$ cat src/rtl/srom_pkg.sv
package srom_pkg;

  typedef enum logic [2:0] {
    CMD_NONE,
    CMD_MODE,
    CMD_ROW,
    CMD_READ,
    CMD_STOP
  } cmd_e;

  // strobes from control to datapath, valid in the cycle before an edge
  typedef struct packed {
    logic       en;
    logic       rowLoad;
    logic       colLoad;
    logic       beatValid;
    logic [2:0] beatNum;
    logic [1:0] burstLog;
    logic       interleave;
    logic [1:0] casLat;
  } strobe_t;

endpackage

$ cat src/rtl/srom_ctrl.sv
module srom_ctrl
  import srom_pkg::*;
#(
  parameter logic [6:0] MODE_DEFAULT = 7'h22
) (
  input  logic       clk,
  input  logic       rstN,
  input  logic       clkEn,
  input  logic       chipSelN,
  input  logic       rowStrbN,
  input  logic       colStrbN,
  input  logic       modeSelN,
  input  logic [6:0] modeBits,
  output strobe_t    stb,
  output logic       protoErr
);

  logic       ckePrev;
  logic       en;
  logic [6:0] modeReg;
  logic [1:0] lockCnt;
  logic       rowOpen;
  logic [1:0] sinceRow;
  logic [2:0] remain;
  logic [2:0] nextNum;
  cmd_e       cmd;
  logic [1:0] blCode;
  logic [1:0] casLatEff;
  logic [2:0] lenM1;
  logic       readOk;
  logic       startRead;
  logic       badRead;

  assign en = clkEn | ckePrev;

  always_ff @(posedge clk or negedge rstN) begin
    if (!rstN) ckePrev <= 1'b1;
    else       ckePrev <= clkEn;
  end

  // command decode, blocked while mode lockout runs
  always_comb begin
    cmd = CMD_NONE;
    if (!chipSelN && lockCnt == 2'd0) begin
      case ({rowStrbN, colStrbN, modeSelN})
        3'b000:  cmd = CMD_MODE;
        3'b011:  cmd = CMD_ROW;
        3'b101:  cmd = CMD_READ;
        3'b110:  cmd = CMD_STOP;
        default: cmd = CMD_NONE;
      endcase
    end
  end

  assign blCode    = modeReg[2] ? 2'd3 : modeReg[1:0];
  assign casLatEff = (modeReg[5:4] == 2'd0) ? 2'd1 : modeReg[5:4];
  assign lenM1     = 3'((4'd1 << blCode) - 4'd1);
  assign readOk    = rowOpen && (!modeReg[6] || sinceRow != 2'd0);
  assign startRead = (cmd == CMD_READ) && readOk;
  assign badRead   = (cmd == CMD_READ) && !readOk;

  always_comb begin
    stb            = '0;
    stb.en         = en;
    stb.rowLoad    = en && (cmd == CMD_ROW);
    stb.colLoad    = en && startRead;
    stb.burstLog   = blCode;
    stb.interleave = modeReg[3];
    stb.casLat     = casLatEff;
    if (startRead) begin
      stb.beatValid = 1'b1;
      stb.beatNum   = 3'd0;
    end else if (cmd != CMD_STOP && remain != 3'd0) begin
      stb.beatValid = 1'b1;
      stb.beatNum   = nextNum;
    end
  end

  always_ff @(posedge clk or negedge rstN) begin
    if (!rstN) begin
      modeReg  <= MODE_DEFAULT;
      lockCnt  <= 2'd0;
      rowOpen  <= 1'b0;
      sinceRow <= 2'd0;
      remain   <= 3'd0;
      nextNum  <= 3'd0;
      protoErr <= 1'b0;
    end else if (en) begin
      protoErr <= badRead;
      if (cmd == CMD_MODE) begin
        modeReg <= modeBits;
        lockCnt <= 2'd3;
      end else if (lockCnt != 2'd0) begin
        lockCnt <= lockCnt - 2'd1;
      end
      if (cmd == CMD_ROW) begin
        rowOpen  <= 1'b1;
        sinceRow <= 2'd0;
      end else if (sinceRow != 2'd3) begin
        sinceRow <= sinceRow + 2'd1;
      end
      if (startRead) begin
        remain  <= lenM1;
        nextNum <= 3'd1;
      end else if (cmd == CMD_STOP) begin
        remain <= 3'd0;
      end else if (remain != 3'd0) begin
        remain  <= remain - 3'd1;
        nextNum <= nextNum + 3'd1;
      end
    end
  end

endmodule

$ cat src/rtl/srom_datapath.sv
module srom_datapath
  import srom_pkg::*;
#(
  parameter int ROW_W  = 8,
  parameter int COL_W  = 8,
  parameter int WORD_W = 16
) (
  input  logic                clk,
  input  logic                rstN,
  input  strobe_t             stb,
  input  logic [ROW_W-1:0]    rowAddr,
  input  logic [COL_W-1:0]    colAddr,
  input  logic                wideSel,
  input  logic                outMask,
  output logic [2*WORD_W-1:0] dataOut,
  output logic                dataOe
);

  localparam int IDX_W   = ROW_W + COL_W;
  localparam int DEPTH   = 3;

  typedef struct packed {
    logic             valid;
    logic             wide;
    logic [IDX_W-1:0] idx;
  } beat_t;

  logic [ROW_W-1:0] rowReg;
  logic [ROW_W-1:0] burstRow;
  logic [COL_W-1:0] colReg;
  logic             wideReg;
  logic [COL_W-1:0] baseCol;
  logic [ROW_W-1:0] baseRow;
  logic             baseWide;
  logic [COL_W-1:0] lenMask;
  logic [COL_W-1:0] offs;
  logic [COL_W-1:0] beatCol;
  beat_t            newBeat;
  beat_t            pipe [DEPTH];
  beat_t            tap;
  logic             mask1;
  logic             mask2;
  logic [WORD_W-1:0] tapHash;

  function automatic logic [WORD_W-1:0] romHash(input logic [IDX_W-1:0] i);
    logic [31:0] p;
    p = 32'(i) * 32'd40503;
    return WORD_W'(p) ^ WORD_W'(16'h5A5A);
  endfunction

  assign baseCol  = stb.colLoad ? colAddr : colReg;
  assign baseRow  = stb.colLoad ? rowReg  : burstRow;
  assign baseWide = stb.colLoad ? wideSel : wideReg;
  assign lenMask  = COL_W'((32'd1 << stb.burstLog) - 32'd1);
  assign offs     = COL_W'(stb.beatNum);

  always_comb begin
    if (stb.interleave)
      beatCol = (baseCol & ~lenMask) | ((baseCol ^ offs) & lenMask);
    else
      beatCol = (baseCol & ~lenMask) | ((baseCol + offs) & lenMask);
    newBeat.valid = stb.beatValid;
    newBeat.wide  = baseWide;
    newBeat.idx   = {baseRow, beatCol};
  end

  assign tap     = pipe[stb.casLat - 2'd1];
  assign tapHash = romHash(tap.idx);

  always_ff @(posedge clk or negedge rstN) begin
    if (!rstN) begin
      rowReg   <= '0;
      burstRow <= '0;
      colReg   <= '0;
      wideReg  <= 1'b0;
    end else if (stb.en) begin
      if (stb.rowLoad) rowReg <= rowAddr;
      if (stb.colLoad) begin
        colReg   <= colAddr;
        burstRow <= rowReg;
        wideReg  <= wideSel;
      end
    end
  end

  // latency line: stage j holds the beat issued j+1 active edges ago
  for (genvar j = 0; j < DEPTH; j++) begin : gStage
    always_ff @(posedge clk or negedge rstN) begin
      if (!rstN)       pipe[j] <= '0;
      else if (stb.en) pipe[j] <= (j == 0) ? newBeat : pipe[(j == 0) ? 0 : j-1];
    end
  end

  always_ff @(posedge clk or negedge rstN) begin
    if (!rstN) begin
      mask1   <= 1'b0;
      mask2   <= 1'b0;
      dataOe  <= 1'b0;
      dataOut <= '0;
    end else if (stb.en) begin
      mask1  <= outMask;
      mask2  <= mask1;
      dataOe <= tap.valid && !mask2;
      if (tap.valid && !mask2)
        dataOut <= tap.wide ? {~tapHash, tapHash} : {{WORD_W{1'b0}}, tapHash};
      else
        dataOut <= '0;
    end
  end

endmodule

$ cat src/rtl/srom_cmd_port.sv
module srom_cmd_port
  import srom_pkg::*;
#(
  parameter int         ADDR_W       = 8,
  parameter int         ROW_W        = 8,
  parameter int         COL_W        = 8,
  parameter int         WORD_W       = 16,
  parameter logic [6:0] MODE_DEFAULT = 7'h22
) (
  input  logic                clk,
  input  logic                rstN,
  input  logic                clkEn,
  input  logic                chipSelN,
  input  logic                rowStrbN,
  input  logic                colStrbN,
  input  logic                modeSelN,
  input  logic [ADDR_W-1:0]   addr,
  input  logic                outMask,
  input  logic                wideSel,
  output logic [2*WORD_W-1:0] dataOut,
  output logic                dataOe,
  output logic                protoErr
);

  strobe_t stb;

  srom_ctrl #(.MODE_DEFAULT(MODE_DEFAULT)) uCtrl (
    .clk      (clk),
    .rstN     (rstN),
    .clkEn    (clkEn),
    .chipSelN (chipSelN),
    .rowStrbN (rowStrbN),
    .colStrbN (colStrbN),
    .modeSelN (modeSelN),
    .modeBits (addr[6:0]),
    .stb      (stb),
    .protoErr (protoErr)
  );

  srom_datapath #(.ROW_W(ROW_W), .COL_W(COL_W), .WORD_W(WORD_W)) uData (
    .clk     (clk),
    .rstN    (rstN),
    .stb     (stb),
    .rowAddr (addr[ROW_W-1:0]),
    .colAddr (addr[COL_W-1:0]),
    .wideSel (wideSel),
    .outMask (outMask),
    .dataOut (dataOut),
    .dataOe  (dataOe)
  );

endmodule

$ cat config.mk
export PLATFORM = sky130hd
export DESIGN_NAME = srom_cmd_port
export DESIGN_NICKNAME = d
export VERILOG_FILES = /design/src/rtl/srom_pkg.sv /design/src/rtl/srom_ctrl.sv /design/src/rtl/srom_datapath.sv /design/src/rtl/srom_cmd_port.sv
export SDC_FILE = /design/constraint.sdc
export NUM_CORES = 1
export LEC_CHECK = 0
export ABC_AREA = 1
export ABC_CLOCK_PERIOD_IN_PS = 15610
export BUFFER_PORTS_ARGS = -buffer_cell sky130_fd_sc_hd__buf_2
export CORE_MARGIN = 2
export CORE_UTILIZATION = 45
export DETAILED_ROUTE_END_ITERATION = 8
export GPL_TIMING_DRIVEN = 0
export PLACE_DENSITY = 0.73
export SETUP_SLACK_MARGIN = 0.05
export SYNTH_ARGS = -nofsm -noshare
export SYNTH_HDL_FRONTEND = slang
export SYNTH_SLANG_ARGS = --single-unit
$ cat constraint.sdc
create_clock -name clk -period 15.61 [get_ports clk]
set_input_delay 4.683 -clock clk [delete_from_list [all_inputs] [get_ports clk]]
set_output_delay 4.683 -clock clk [all_outputs]
set_load 0.02 [all_outputs]
## Word level (Yosys, flattened, before mapping)

Cells that the tools add are included.

- Input port bits: 17
- Word-level logic and storage cells: 112
- Output and inout port bits: 34
- Bits in registers: 133

- Magnitude comparators: 1
- Bitwise gates (word level): 11
- Shifts and indexed selects: 2
- Add/sub/neg operators: 8
- Equal/unequal tests: 10
- Muxes and demuxes: 24
- Reductions and logical operators: 31
- Multiply operators: 1

Operators with widths:

| cell | count |
|---|---|
| $mux 32 | 2 |
| $bmux 18 s2 | 1 |
| $mux 18 | 2 |
| $and 8x8->8 | 3 |
| $mux 8 | 3 |
| $mux 3 | 7 |
| $mul 16x16->16 const B | 1 |
| $not 16->16 | 1 |
| $not 8->8 | 2 |
| $or 8x8->8 | 2 |
| $reduce_and 2->1 | 7 |
| $mux 2 | 6 |
| $pmux 3 s4 | 1 |
| $reduce_bool 2->1 | 5 |
| $eq 3x2->1 const B | 3 |
| $eq 3x3->1 const B | 3 |
| $add 8x3->8 | 1 |
| $logic_and 1x1->1 | 8 |
| $mux 4 | 2 |
| $shl 1x2->8 const A | 1 |
| $sub 8x1->8 const B | 1 |
| $xor 8x3->8 | 1 |
| $reduce_bool 3->1 | 2 |
| $sub 3x1->3 const B | 2 |
| other kinds (16) | 21 |

## Depth between registers and ports, before layout

Gate-level depths: netlist of the first run.

- Depth after elaboration: 12
- Depth in mapped cells: 31
- Gate-level depth less buffers: 30

## By module

A second synthesis of the first run with hierarchy kept.

- Cell total of the unflattened synthesis: 985
- Area total of the unflattened synthesis: 8334.2 sq um

Modules (own cells, without submodules):

| module | area an instance (sq um) | cells each | times used | sequential area each (sq um) |
|---|---|---|---|---|
| srom_datapath | 7094.3 | 830 | 1 | 2602.5 |
| srom_ctrl | 1239.9 | 155 | 1 | 504.2 |

## Least setup slack after synthesis of the first run

No wires, ideal clock.

- Kind: input to register
- Start point: input chipSelN
- End point: register uData.pipe[38] (netlist bit)
- Data arrival time: 6.570 ns
- Buffers on the path: 0
- Required time: 15.492 ns
- Setup time: 0.118 ns
- Path slack: 8.922 ns
- Stages: 14
- Path through: nor2_1 -> nand2_1 -> nor3_2 -> nand2_1 -> nor2_1 -> inv_1 -> o21ai_0 -> inv_1 -> fa_1 -> nor2_1 -> xnor2_1 -> nand3_1 -> nand3_1 -> nand2_1

- Word-level cells in the longest chain between the ends: 11
- Elaborated cells on any way between the ends: 19
- Classes of those cells: add/sub: 1; eq/ne: 2; mux: 5; bitwise: 6; reduce/logical: 5

RTL lines:

| item | RTL line | text |
|---|---|---|
| from (decl) | srom_cmd_port.sv:13 | `input logic chipSelN,` |
| $logic_not 1->1 | srom_ctrl.sv:44 | `if (!chipSelN && lockCnt == 2'd0) begin` |
| $logic_and 1x1->1 | srom_ctrl.sv:44 |  |
| $mux 3 | srom_ctrl.sv:44 |  |
| $eq 3x2->1 | srom_ctrl.sv:59 | `assign startRead = (cmd == CMD_READ) && readOk;` |
| $logic_and 1x1->1 | srom_ctrl.sv:59 |  |
| $logic_and 1x1->1 | srom_ctrl.sv:66 | `stb.colLoad = en && startRead;` |
| $mux 8 | -- |  |
| net uData.baseCol[1] | srom_datapath.sv:32 | `logic [COL_W-1:0] baseCol;` |
| $add 8x3->8 | srom_datapath.sv:61 | `beatCol = (baseCol & ~lenMask) \| ((baseCol + offs) & lenMask);` |
| $and 8x8->8 | srom_datapath.sv:61 |  |
| $or 8x8->8 | srom_datapath.sv:61 |  |
| $mux 8 | srom_datapath.sv:58 | `if (stb.interleave)` |
| to (signal, indexed assignment) | srom_datapath.sv:90 | `else if (stb.en) pipe[j] <= (j == 0) ? newBeat : pipe[(j == 0) ? 0 : j-1];` |
| to (decl) | srom_datapath.sv:39 | `beat_t pipe [DEPTH];` |

The timed path passes the listed nets, and every way through them passes these cells.
A chain may end at the register's enable or synchronous reset.

## Final worst setup path of the first run

Ends and elaborated chain as after synthesis.

==> run summary, run 1 <==
The die area came out at 19000 um^2. The depth of the most critical reg-to-reg path came out at 22. STA classifies the critical path startpoint as an input pin. 51 I/O pins were placed. The clock transition time at the flip-flop clock pins of the worst setup and hold paths is 0.06 ns. The number of different library cells used by synthesis comes to 50. The clock buffer count from CTS is 17. The global route total overflow is 0.

The pin count of the biggest net entering global routing is 91. The max capacitance violation total is 0. The number of synthesis warnings is 0.

The run finished with clean final reports. The number of setup violations in the final report came out at 0. TritonCTS built the clock tree. Of all nets on the critical path, the largest fanout is 9.

The detailed-routing iteration count for the pre-antenna-repair pass is 5. Along the worst hold path, the cell count comes to 2. In the synthesized netlist the dominant register cell turns out to be sky130_fd_sc_hd__dfrtp_1. Once detail routing completed, the nets flagged for antenna violations numbered 0. After floorplanning, the core was divided into 49 placement rows. The synthesized design spends more area on one cell type than any other, namely sky130_fd_sc_hd__dfrtp_1. The number of endpoints with negative hold slack in the final report came out at 0. The number of antenna diodes in the final layout is 0.

The layout net count is 1116. Synthesis inferred 125 register bits. Headroom to the max-slew limit came out at 43.6%. In the final layout, the share of cells above drive strength 1 is 13.3%.

Dividing the synthesized area by the synthesized cell count gives 8.75 um^2. The count of hold buffers inserted by post-cts repair is 0. At the end of routability-driven placement, the weighted congestion stood at 0.881. The insertion delay of the later-clocked pin in the worst-skew pair came out at 0.44 ns. The sink count of the clock tree came out at 125. The total number of vias came out at 6269.

The placeable core area is 17800 um^2. The number of flops mapped to enable cells by yosys is 0. The total routing usage reported by global routing is 21.0%.

For this block, the initial DRC count from the detailed router was 375. Setup total negative slack on the finished layout was measured at 0 ns. The critical path is of the input pin to flip-flop type. The critical path endpoint category is a flip-flop. The most common cell in the synthesized netlist is sky130_fd_sc_hd__nand2_1.

The post-DP HPWL came out at 14.5 mm. The DRC violation count after routing came out at 0. The total number of H-tree levels is 4. By area the synthesized netlist is led by sky130_fd_sc_hd__dfrtp_1, sky130_fd_sc_hd__fa_1, sky130_fd_sc_hd__ha_1.

The via count of the first global-routing pass is 6363. The area fraction of the dominant cell type after synthesis came out at 37.8%. The final period utilization is 44.8%. The longest clock path from root to sink contains 2 buffers. The number of slew-limit violations in the final report is 0. The final non-filler cell total is 1235. The count of port buffers added during placement is 50. The worst setup skew after layout is 0.0154 ns. By count the netlist is led by sky130_fd_sc_hd__nand2_1, sky130_fd_sc_hd__inv_1, sky130_fd_sc_hd__dfrtp_1. The ratio of routed vias to standard cells came out at 5.08. Setup repair after global routing left no endpoint under its margin. The wire length of the first global-routing pass came out at 32.0 mm.

The initial antenna violation count is 0. The netlist area before placement is 8080 um^2. Counting flops with an async set or reset pin after synthesis yields a share of 100%. The height of the die came out at 138 um. The worst hold path belongs to the class flip-flop to flip-flop. Including well taps, the total number of placed cells is 1204.

The number of instances in the synthesized netlist is 924. Setup slack on the worst reg-to-reg path comes out at 9.51 ns. The fmax is 0.143 GHz. The fraction of the yosys area taken by sequential cells is 38.7%. Data on the critical path is required at its endpoint by 15.94 ns. In this run the horizontal extent of the chip is 138 um. The relative area change from synthesis to final layout came out at 14.6%. After layout, the minimum clock period comes to 6.99 ns.

The root buffer cell chosen for the clock tree is sky130_fd_sc_hd__clkbuf_16. The arrival time at the worst endpoint is 7.32 ns. The routed wire length per instance came out at 15.4 um. The synthesized net count came out at 1046. Once the clock tree was built, the resizer swapped 0 gates to a different size. The number of setup buffers added after CTS came out at 0. The effective utilization at floorplan came out at 45.5%. Wires add up to 19.0 mm. The transition at the pin with the smallest max-transition slack is 0.846 ns.
[metal layers]
metal | vias up | routed length (um) | GRT usage, %
met5 | - | 0 | 0
met4 | 0 | 353 | 7.04
met3 | 33 | 883 | 4.09
met2 | 160 | 9360 | 35.8
met1 | 3035 | 8440 | 27.1
li1 | 3041 | - | -
[cells by family after synthesis]
group	after synthesis	share of synthesized area, %
and+or+nand+nor	303	17.0
AOI/OAI and AO/OA	152	10.8
DFF	125	38.7
xor gates and xnor gates	22	2.48
buffers and inverters	216	10.6
muxes	1	0.139
adders and majority gates	105	20.2
[cell type report]
class                      instances  area, um^2
fill                            1640        8520
buffer                            24         133
tap                              229         287
clock buffer                      17         425
sequential                       125        3130
multi-input combinational        583        4100
timing repair buffer              51         284
inverter                         192         723
clock inverter                    14         185
[critical path, cell delays in order]
cell and delay (ns):
sky130_fd_sc_hd__buf_2 0.10, sky130_fd_sc_hd__nor2_1 0.13, sky130_fd_sc_hd__nand2_1 0.09, sky130_fd_sc_hd__nor3_2 0.20, sky130_fd_sc_hd__nand2_1 0.13, sky130_fd_sc_hd__nor2_1 0.24, sky130_fd_sc_hd__inv_1 0.20, sky130_fd_sc_hd__o21ai_0 0.43
sky130_fd_sc_hd__inv_1 0.13, sky130_fd_sc_hd__fa_1 0.42, sky130_fd_sc_hd__nor2_1 0.13, sky130_fd_sc_hd__xnor2_1 0.15, sky130_fd_sc_hd__nand3_1 0.10, sky130_fd_sc_hd__nand3_1 0.12, sky130_fd_sc_hd__nand2_1 0.06
[flip-flops by register name, indices dropped and copies added, names as in the netlist, 2 cells and up]
| name | cells |
|---|---|
| uData.dataOut | 32 |
| uData.colReg | 8 |
| uCtrl.nextNum | 3 |
| uCtrl.modeReg | 7 |
| uData.pipe | 53 |
| uCtrl.lockCnt | 2 |
| uCtrl.remain | 3 |
| uCtrl.sinceRow | 2 |
| uData.rowReg | 8 |
[through the flow]
step | hold slack [ns] | instance area, um^2 | setup slack (ns) | util [%]
after global placement | 0.436 | 8620 | 8.19 | 48.5
after global routing | 0.496 | 9260 | 8.36 | 52.1
after detailed placement | 0.440 | 8650 | 8.21 | 48.7
final | 0.452 | 9260 | 8.62 | 52.1
after CTS | 0.454 | 9260 | 8.63 | 52.1
after floorplan | 0.422 | 8080 | 8.92 | -
[final timing paths]
path	from	endpoint
setup / recovery	chipSelN	uData.pipe[38]$_DFFE_PN0N_
hold / removal	uCtrl.rowOpen$_DFFE_PN0P_	uCtrl.rowOpen$_DFFE_PN0P_
setup reg to reg	uCtrl.modeReg[5]$_DFFE_PN1P_	uData.dataOut[15]$_DFFE_PN0N_
hold reg to reg	uCtrl.rowOpen$_DFFE_PN0P_	uCtrl.rowOpen$_DFFE_PN0P_
max in group asynchronous	rstN	uCtrl.ckePrev$_DFF_PN1_
min in group asynchronous	rstN	uData.dataOut[25]$_DFFE_PN0N_
[placed cells by master, fill, tap and decap left out, types with 3 or more instances in the layout]
cell / netlist / layout
sky130_fd_sc_hd__nor2_2: 5 / 5
sky130_fd_sc_hd__clkinv_4: 0 / 3
sky130_fd_sc_hd__xor2_1: 13 / 13
sky130_fd_sc_hd__nand3_1: 27 / 27
sky130_fd_sc_hd__o21ai_1: 5 / 5
sky130_fd_sc_hd__buf_2: 3 / 52
sky130_fd_sc_hd__o211ai_1: 3 / 3
sky130_fd_sc_hd__fa_1: 43 / 43
sky130_fd_sc_hd__a21oi_1: 16 / 16
sky130_fd_sc_hd__o22ai_1: 3 / 3
sky130_fd_sc_hd__inv_6: 0 / 3
sky130_fd_sc_hd__a221oi_1: 4 / 4
sky130_fd_sc_hd__nor3_1: 5 / 5
sky130_fd_sc_hd__clkbuf_16: 0 / 17
sky130_fd_sc_hd__clkbuf_1: 16 / 16
sky130_fd_sc_hd__nand2_2: 7 / 7
sky130_fd_sc_hd__buf_6: 3 / 4
sky130_fd_sc_hd__nand2_4: 3 / 3
sky130_fd_sc_hd__inv_2: 6 / 6
sky130_fd_sc_hd__inv_1: 183 / 183
sky130_fd_sc_hd__dfrtp_1: 122 / 122
sky130_fd_sc_hd__o21ai_0: 98 / 98
sky130_fd_sc_hd__xnor2_1: 8 / 8
sky130_fd_sc_hd__nor2_4: 3 / 3
sky130_fd_sc_hd__dfstp_2: 3 / 3
sky130_fd_sc_hd__or2_2: 4 / 4
sky130_fd_sc_hd__a22o_1: 14 / 14
sky130_fd_sc_hd__nand4_1: 4 / 4
sky130_fd_sc_hd__nor2_1: 29 / 29
sky130_fd_sc_hd__ha_1: 62 / 62
sky130_fd_sc_hd__nand3_4: 3 / 3
sky130_fd_sc_hd__nand3_2: 4 / 4
sky130_fd_sc_hd__nand2_1: 202 / 202
sky130_fd_sc_hd__bufinv_16: 0 / 3
Power of run 1 is left out: the tool's default activity adds up to more than one toggle a clock period on the data nets, which glitch-free logic cannot reach.
==> inputs of run 2 (changes only) <==
Settings changed: ABC_CLOCK_PERIOD_IN_PS 15610 to 5800, PLACE_DENSITY 0.73 to 0.75.
Clock period 15.61 ns to 5.8 ns, I/O delays scaled along.
==> run 2 against run 1 <==
Against the previous run: sequential cell count is the same; register-to-register slack got worse by 9.3 ns; sequential share of layout area fell by 0.98 points; die area unchanged; worst setup slack got worse by 8.4 ns; wire length rose by 2.6%; non-clock buffer count increased by 18; final cell count is 1.5% higher.
==> run summary, run 2 (synthesis gave the netlist of run 1 again) <==
The flow ran to the end, and the final reports show no timing, DRC or antenna violations. The share of post-route cells with drive strength above 1 is 16.9% (+3.6 points). The combined buffer and inverter count along the critical path was 8 (+5). The class of the tightest hold or removal check is flip-flop to flip-flop. The count of cell instances traversed by the critical path came out at 23 (+8). The signal on the critical path passes through buf_8 -> buf_12 -> o21ai_1 -> a21oi_2 -> inv_2 -> ha_4 -> inv_1 -> fa_1 -> inv_1 -> fa_1 -> fa_1 -> inv_1 -> fa_1 -> fa_1 -> inv_1 -> ha_4 -> nand4_1 -> or2_2 -> and3_2 -> inv_1 -> nand3_1 -> nand3_1 -> nand2_1.

The detailed-routing iteration count for the pre-antenna-repair pass came to 5 (unchanged). The wire length of the first global-routing pass is 31.7 mm (-0.92%). The insertion delay of the later-clocked pin in the worst-skew pair was 0.44 ns (about the same). The relative area change from synthesis to final layout is 18.0%. The routed metal-1 wirelength is 8.57 mm (+1.5%). The slack of the worst reg-to-reg path came to 0.19 ns (-9.32 ns). STA classifies the critical path startpoint as a flip-flop. The critical path data required time came out at 6.12 ns (-9.82 ns).

The x dimension of the die came out at 138 um (unchanged). The count of antenna diodes in the layout came out at 0 (unchanged). The post-placement cell area came to 8650 um^2 (unchanged). The ratio of routed vias to standard cells came out at 5.06 (-0.34%). The max capacitance violation total is 0 (unchanged). More flip-flops sit in one register than any other, and that register is uData.pipe.

The flip-flop count of the largest register, all copies and words added is 53 (unchanged). The I/O pin count came to 51 (unchanged). The count of hold buffers inserted by post-cts repair is 0 (unchanged). The TritonCTS clock tree is done. The worst setup path is captured at a flip-flop. The via count of the first global-routing pass came out at 6359 (-0.063%). Tracing the worst setup path back leads to its startpoint at uCtrl.modeReg[5]$_DFFE_PN1P_.

In this run the clock root is driven by a sky130_fd_sc_hd__clkbuf_16. The total number of vias came out at 6344 (+1.2%). The total number of H-tree levels came to 4 (unchanged). The number of buffers on the longest clock path is 2 (unchanged).

The placeable core area came out at 17800 um^2 (unchanged). The commonest non-fill, non-tap cell in the layout is sky130_fd_sc_hd__nand2_1. The detailed-routed wire length on met3 is 864 um (-2.2%). Static timing analysis puts the maximum clock frequency at 0.178 GHz. The violation count after the first detailed-route iteration came to 407 (+8.5%).

In the final layout, the registers with the most flip-flops are uData.pipe: 53 flops, uData.dataOut: 32 flops. The category of cells accounting for the largest share of critical-path delay is adder cells. The clock buffer count from CTS came out at 17 (unchanged).

The sink count of the clock tree is 125 (unchanged). The uppermost layer routed is met4. Setup repair after global routing could not meet its margin everywhere.

The total routing usage reported by global routing is 20.8% (-0.18 points). The routed wire length per instance is 15.6 um (+1.1%). The number of setup violations in the final report is 0 (unchanged). The number of routed nets with antenna violations is 0 (unchanged). The transition at the pin with the smallest max-transition slack came to 0.694 ns (-0.152 ns). The termination of the worst setup path is uData.dataOut[15]$_DFFE_PN0N_. The number of endpoints with negative hold slack in the final report came out at 0 (unchanged). The die area came out at 19000 um^2 (unchanged).

The global route total overflow was 0 (unchanged). The sum of met2 wire segment lengths after detailed routing came out at 9.61 mm (+2.6%). The height of the die is 138 um (unchanged). The depth of the most critical reg-to-reg path was 23 (+4.5%).

The routability congestion estimate is 0.857 (-2.8%). The highest fanout seen on the critical path came to 8 (-1). The clock transition time at the flip-flop clock pins of the worst setup and hold paths is 0.06 ns (about the same). The total detailed-routing wirelength was 19.5 mm (+2.6%). The minimum clock period after layout came out at 5.61 ns. Among all stages on the critical path, the largest delay is contributed by sky130_fd_sc_hd__dfstp_2. The layout net count is 1134 (+1.6%). The library cells used most frequently in the layout, excluding fill and tap cells, are sky130_fd_sc_hd__nand2_1, sky130_fd_sc_hd__inv_1, sky130_fd_sc_hd__dfrtp_1. The setup path with the least slack is of type flip-flop to flip-flop. The pin count of the biggest net entering global routing is 89 (-2.2%). The worst max-slew margin expressed relative to the limit is 53.7% (+10 points). The critical path's largest stage delay is 0.56 ns (+0.13 ns). The DRC violation count after routing came out at 0 (unchanged). The initial antenna violation count came out at 0 (unchanged). The endpoint identified for the worst register-to-register timing path is uData.dataOut[15]$_DFFE_PN0N_. In this run the critical register-to-register path is launched from uCtrl.modeReg[5]$_DFFE_PN1P_. The number of slew-limit violations in the final report came out at 0 (unchanged). The utilization of the core after routing came out at 53.7% (+1.6 points). After layout, the worst path uses 96.7% of the clock period.

The post-DP HPWL is 14.3 mm (-1.5%). The worst setup skew after layout came out at 0.0208 ns (+0.00541 ns). The count of port buffers added during placement is 50 (unchanged). The effective utilization at floorplan came to 45.5% (unchanged). The final design area excluding fillers came out at 9540 um^2 (+3.0%). The accumulated negative setup slack came out at 0 ns (unchanged). The arrival time at the worst endpoint came out at 5.93 ns (-1.39 ns).

The number of standard-cell rows in the floorplan is 49 (unchanged).
==> run 2: cell types whose count changed in the layout (fill, tap and decap cells not counted), moves of 4 or more <==
| cell | delta |
|---|---|
| sky130_fd_sc_hd__a221oi_1 | -4 |
| sky130_fd_sc_hd__a221oi_4 | +4 |
| sky130_fd_sc_hd__buf_4 | +17 |
| sky130_fd_sc_hd__ha_1 | -7 |
| sky130_fd_sc_hd__ha_4 | +6 |
| sky130_fd_sc_hd__inv_1 | -6 |
| sky130_fd_sc_hd__inv_2 | +5 |
==> run 2: tightest hold or removal path: stages, from the launching register on <==
cell and delay (ns):
sky130_fd_sc_hd__dfrtp_1 0.32, sky130_fd_sc_hd__inv_1 0.05, sky130_fd_sc_hd__nand2_1 0.06
==> run 2: layout make-up <==
class	instances	area, um^2
Tap cell	229	287
Multi-Input combinational cell	583	4260
Fill cell	1531	8240
Inverter	192	731
Clock inverter	13	109
Buffer	24	136
Clock buffer	19	453
Timing Repair Buffer	69	432
Sequential cell	125	3130
==> run 2: routing by layer <==
metal  GRT usage, %  vias up
met2           34.5      185
met3           4.09       37
met1           27.4     3041
met5              0        -
met4           7.57        0
li1               -     3081
==> run 2: worst min-delay path by stage <==
stage                                         start                         to  slack (ns)  depth (start not counted)
final                     uCtrl.rowOpen$_DFFE_PN0P_  uCtrl.rowOpen$_DFFE_PN0P_        0.46                          2
after global routing      uCtrl.rowOpen$_DFFE_PN0P_  uCtrl.rowOpen$_DFFE_PN0P_        0.48                          2
after CTS                 uCtrl.rowOpen$_DFFE_PN0P_  uCtrl.rowOpen$_DFFE_PN0P_        0.46                          2
after detailed placement  uCtrl.rowOpen$_DFFE_PN0P_  uCtrl.rowOpen$_DFFE_PN0P_        0.45                          2
after global placement    uCtrl.rowOpen$_DFFE_PN0P_  uCtrl.rowOpen$_DFFE_PN0P_        0.44                          2
after floorplan           uCtrl.rowOpen$_DFFE_PN0P_  uCtrl.rowOpen$_DFFE_PN0P_        0.42                          2
==> run 2: timing repair <==
action,CTS,global route
gates resized for setup,9,24
pin swaps,0,10
setup endpoints to repair,4,10
setup buffers,1,17
==> run 2: per-stage QoR <==
step / hold WS, ns / cells / worst slack (ns)
global placement: 0.436 / 1203 / -0.173
detailed placement: 0.445 / 1204 / -0.206
floorplan: 0.422 / 924 / 0.376
CTS: 0.460 / 1237 / 0.0502
finish: 0.461 / 1254 / 0.192
global route: 0.485 / 1254 / -0.0145
Power of run 2 is left out for the same reason.
==> inputs of run 3 (changes only) <==
Settings changed: PLACE_DENSITY 0.75 to 0.72.
==> run 3 against run 2 <==
Against the previous run: cell area grew 0.92%; highest routed layer unchanged; global-route usage grew 0.16 points; critical path type unchanged; via count shrank 0.11%; worst setup slack gained 0.11 ns; die area is the same; count of clock-buffer cells in the layout grew 1; final cell count is essentially flat; sequential share of layout area shrank 0.30 points; largest cell class unchanged; critical path depth shrank 2; register-to-register slack gained 0.11 ns; wire length shrank 0.44%.
==> run summary, run 3 (synthesis gave the netlist of run 1 again) <==
The commonest non-fill, non-tap cell in the layout is sky130_fd_sc_hd__nand2_1. The arrival time at the worst endpoint came out at 5.81 ns (-0.12 ns). The largest registers in the layout are uData.pipe: 53 flops, uData.dataOut: 32 flops.

The transition at the pin with the smallest max-transition slack came to 0.727 ns (+0.0323 ns). The flow ran to the end, and the final reports show no timing, DRC or antenna violations. The global route total overflow came out at 0 (unchanged). The startpoint identified for the worst hold timing path is uCtrl.rowOpen$_DFFE_PN0P_. The number of slew-limit violations in the final report came out at 0 (unchanged). The violation count after the first detailed-route iteration is 416 (+2.2%). The placeable core area came out at 17800 um^2 (unchanged). The pin count of the biggest net entering global routing came out at 93 (+4.5%). The highest fanout seen on the critical path is 7 (-1). The post-DP HPWL came out at 14.5 mm (+1.7%).

The detailed-routing iteration count for the pre-antenna-repair pass is 5 (unchanged). The DRC violation count after routing came out at 0 (unchanged). The insertion delay of the later-clocked pin in the worst-skew pair came out at 0.42 ns (-0.02 ns). The max capacitance violation total is 0 (unchanged). The total area of multi-input combinational cells is 4280 um^2 (+0.38%).

The tree is rooted in a sky130_fd_sc_hd__clkbuf_16. The clock transition time at the flip-flop clock pins of the worst setup and hold paths came out at 0.06 ns (about the same). The die area came out at 19000 um^2 (unchanged). Walking the worst path, the cells encountered are buf_8 -> buf_12 -> o21ai_0 -> a21oi_2 -> inv_2 -> ha_4 -> fa_1 -> fa_1 -> fa_1 -> fa_1 -> inv_1 -> fa_1 -> inv_1 -> ha_4 -> nand4_1 -> or2_2 -> and3_4 -> inv_1 -> nand3_1 -> nand3_1 -> nand2_1. The startpoint identified for the worst register-to-register timing path is uCtrl.modeReg[5]$_DFFE_PN1P_.

Counting stages on the worst path, the most repeated cell is sky130_fd_sc_hd__fa_1. The critical path's largest stage delay came out at 0.56 ns (about the same). The class of the tightest hold or removal check is flip-flop to flip-flop. The layout net count is 1133 (-0.088%). The worst max-slew margin expressed relative to the limit was 51.6% (-2.2 points). The clock buffer count from CTS is 17 (unchanged). The effective utilization at floorplan is 45.5% (unchanged). The total detailed-routing wirelength came out at 19.5 mm (-0.44%).

The number of routed nets with antenna violations came out at 0 (unchanged). The minimum clock period after layout came out at 5.50 ns (-0.111 ns). The number of setup violations in the final report came to 0 (unchanged). The number of endpoints with negative hold slack in the final report came out at 0 (unchanged).

The final non-filler cell total came out at 1253 (-0.080%). The number of cells after detailed placement was 1204 (unchanged). The total number of H-tree levels is 4 (unchanged). The fmax is 0.182 GHz (+2.0%). The I/O pin count is 51 (unchanged).

The x dimension of the die came to 138 um (unchanged). The total routing usage reported by global routing came out at 21.0% (+0.16 points). STA classifies the critical path startpoint as a flip-flop. The sink count of the clock tree is 125 (unchanged).

The critical path data required time came out at 6.11 ns (about the same). The worst setup slack after placement came to -0.271 ns (-0.0655 ns). The critical path in this run is classified as flip-flop to flip-flop.

The slowest stage of the critical path is the sky130_fd_sc_hd__dfstp_2 cell. The number of buffers on the longest clock path is 2 (unchanged). The count of antenna diodes in the layout came out at 0 (unchanged). The share of post-route cells with drive strength above 1 is 16.9% (about the same). The total number of vias came to 6337 (-0.11%).

The initial antenna violation count is 0 (unchanged). The number of standard-cell rows in the floorplan came to 49 (unchanged). The ratio of routed vias to standard cells is 5.06 (about the same).

The register with the most flip-flops in the final layout is uData.pipe. The TritonCTS clock tree is done. The wire length of the first global-routing pass is 32.0 mm (+0.67%).

The area used by sequential logic in the layout is 3130 um^2 (unchanged). The worst setup skew after layout is 0.00630 ns (-0.0145 ns). Setup repair after global routing left no endpoint under its margin. The most critical setup path has its startpoint at uCtrl.modeReg[5]$_DFFE_PN1P_.

The critical path endpoint category is a flip-flop. The post-route worst setup slack is 0.304 ns (+0.111 ns). The total of fill cells in the finished design is 1583 (+3.4%). The library cells used most frequently in the layout, excluding fill and tap cells, are sky130_fd_sc_hd__nand2_1, sky130_fd_sc_hd__inv_1, sky130_fd_sc_hd__dfrtp_1. The count of port buffers added during placement is 50 (unchanged). The relative area change from synthesis to final layout came out at 19.1%. The routability congestion estimate is 0.877 (+2.3%). The via count of the first global-routing pass is 6408 (+0.77%). The final period utilization was 94.8% (-1.9 points). The smallest hold slack came to 0.458 ns (-0.00255 ns). The height of the die came out at 138 um (unchanged).

The routed wire length per instance is 15.5 um (-0.36%). The slack of the worst reg-to-reg path is 0.30 ns (+0.11 ns). The utilization of the core after routing is 54.2% (+0.49 points). The flip-flop count of the largest register, all copies and words added came to 53 (unchanged).
[run 3: cell count changes in the layout (fill, tap and decap cells not counted), moves of 2 or more]
| cell | delta |
|---|---|
| sky130_fd_sc_hd__bufinv_16 | +4 |
| sky130_fd_sc_hd__inv_8 | -3 |
| sky130_fd_sc_hd__inv_2 | -2 |
| sky130_fd_sc_hd__clkinvlp_4 | -4 |
| sky130_fd_sc_hd__inv_1 | +2 |
[run 3: critical path: cells and delay by family (launching register included)]
kind | cells | cell delay, ns
AOI/OAI and AO/OA | 2 | 0.31
DFF | 1 | 0.56
and+or+nand+nor | 6 | 0.81
adders and majority gates | 7 | 3.11
buffers and inverters | 6 | 0.59
[run 3: worst paths after layout]
| kind | endpoint | cells past startpoint |
|---|---|---|
| max | uData.dataOut[15]$_DFFE_PN0N_ | 21 |
| min | uCtrl.rowOpen$_DFFE_PN0P_ | 2 |
| max reg2reg | uData.dataOut[15]$_DFFE_PN0N_ | 21 |
| min reg2reg | uCtrl.rowOpen$_DFFE_PN0P_ | 2 |
| max in group asynchronous | uCtrl.ckePrev$_DFF_PN1_ | 2 |
| min in group asynchronous | uData.dataOut[0]$_DFFE_PN0N_ | 1 |
[run 3: per-stage QoR]
stage | instance area [um^2] | setup TNS, ns
after global placement | 8620 | -0.318
final | 9630 | 0
after global routing | 9630 | 0
after detailed placement | 8650 | -0.697
after floorplan | 8080 | 0
after CTS | 9390 | 0
[run 3: routing by layer]
metal	track usage, %	part of all wire [%]
met2	35.5	50
met3	4.12	4.0
met1	27.6	44
met5	0	0
met4	6.23	1.5
[run 3: area by class of cell]
type                            instances  area share [%]
Multi-Input combinational cell        583            44.4
Sequential cell                       125            32.5
Inverter                              192            7.64
Clock buffer                           20            4.85
Timing Repair Buffer                   68            4.28
Tap cell                              229            2.98
Clock inverter                         12            1.88
Buffer                                 24            1.42
[run 3: what timing repair did]
item / in CTS / in global routing
pin swaps: 0 / 12
hold buffers: 0 / 0
setup buffers: 1 / 16
setup endpoints to repair: 6 / 8
resized for setup: 12 / 23
Power of run 3 is left out for the same reason.
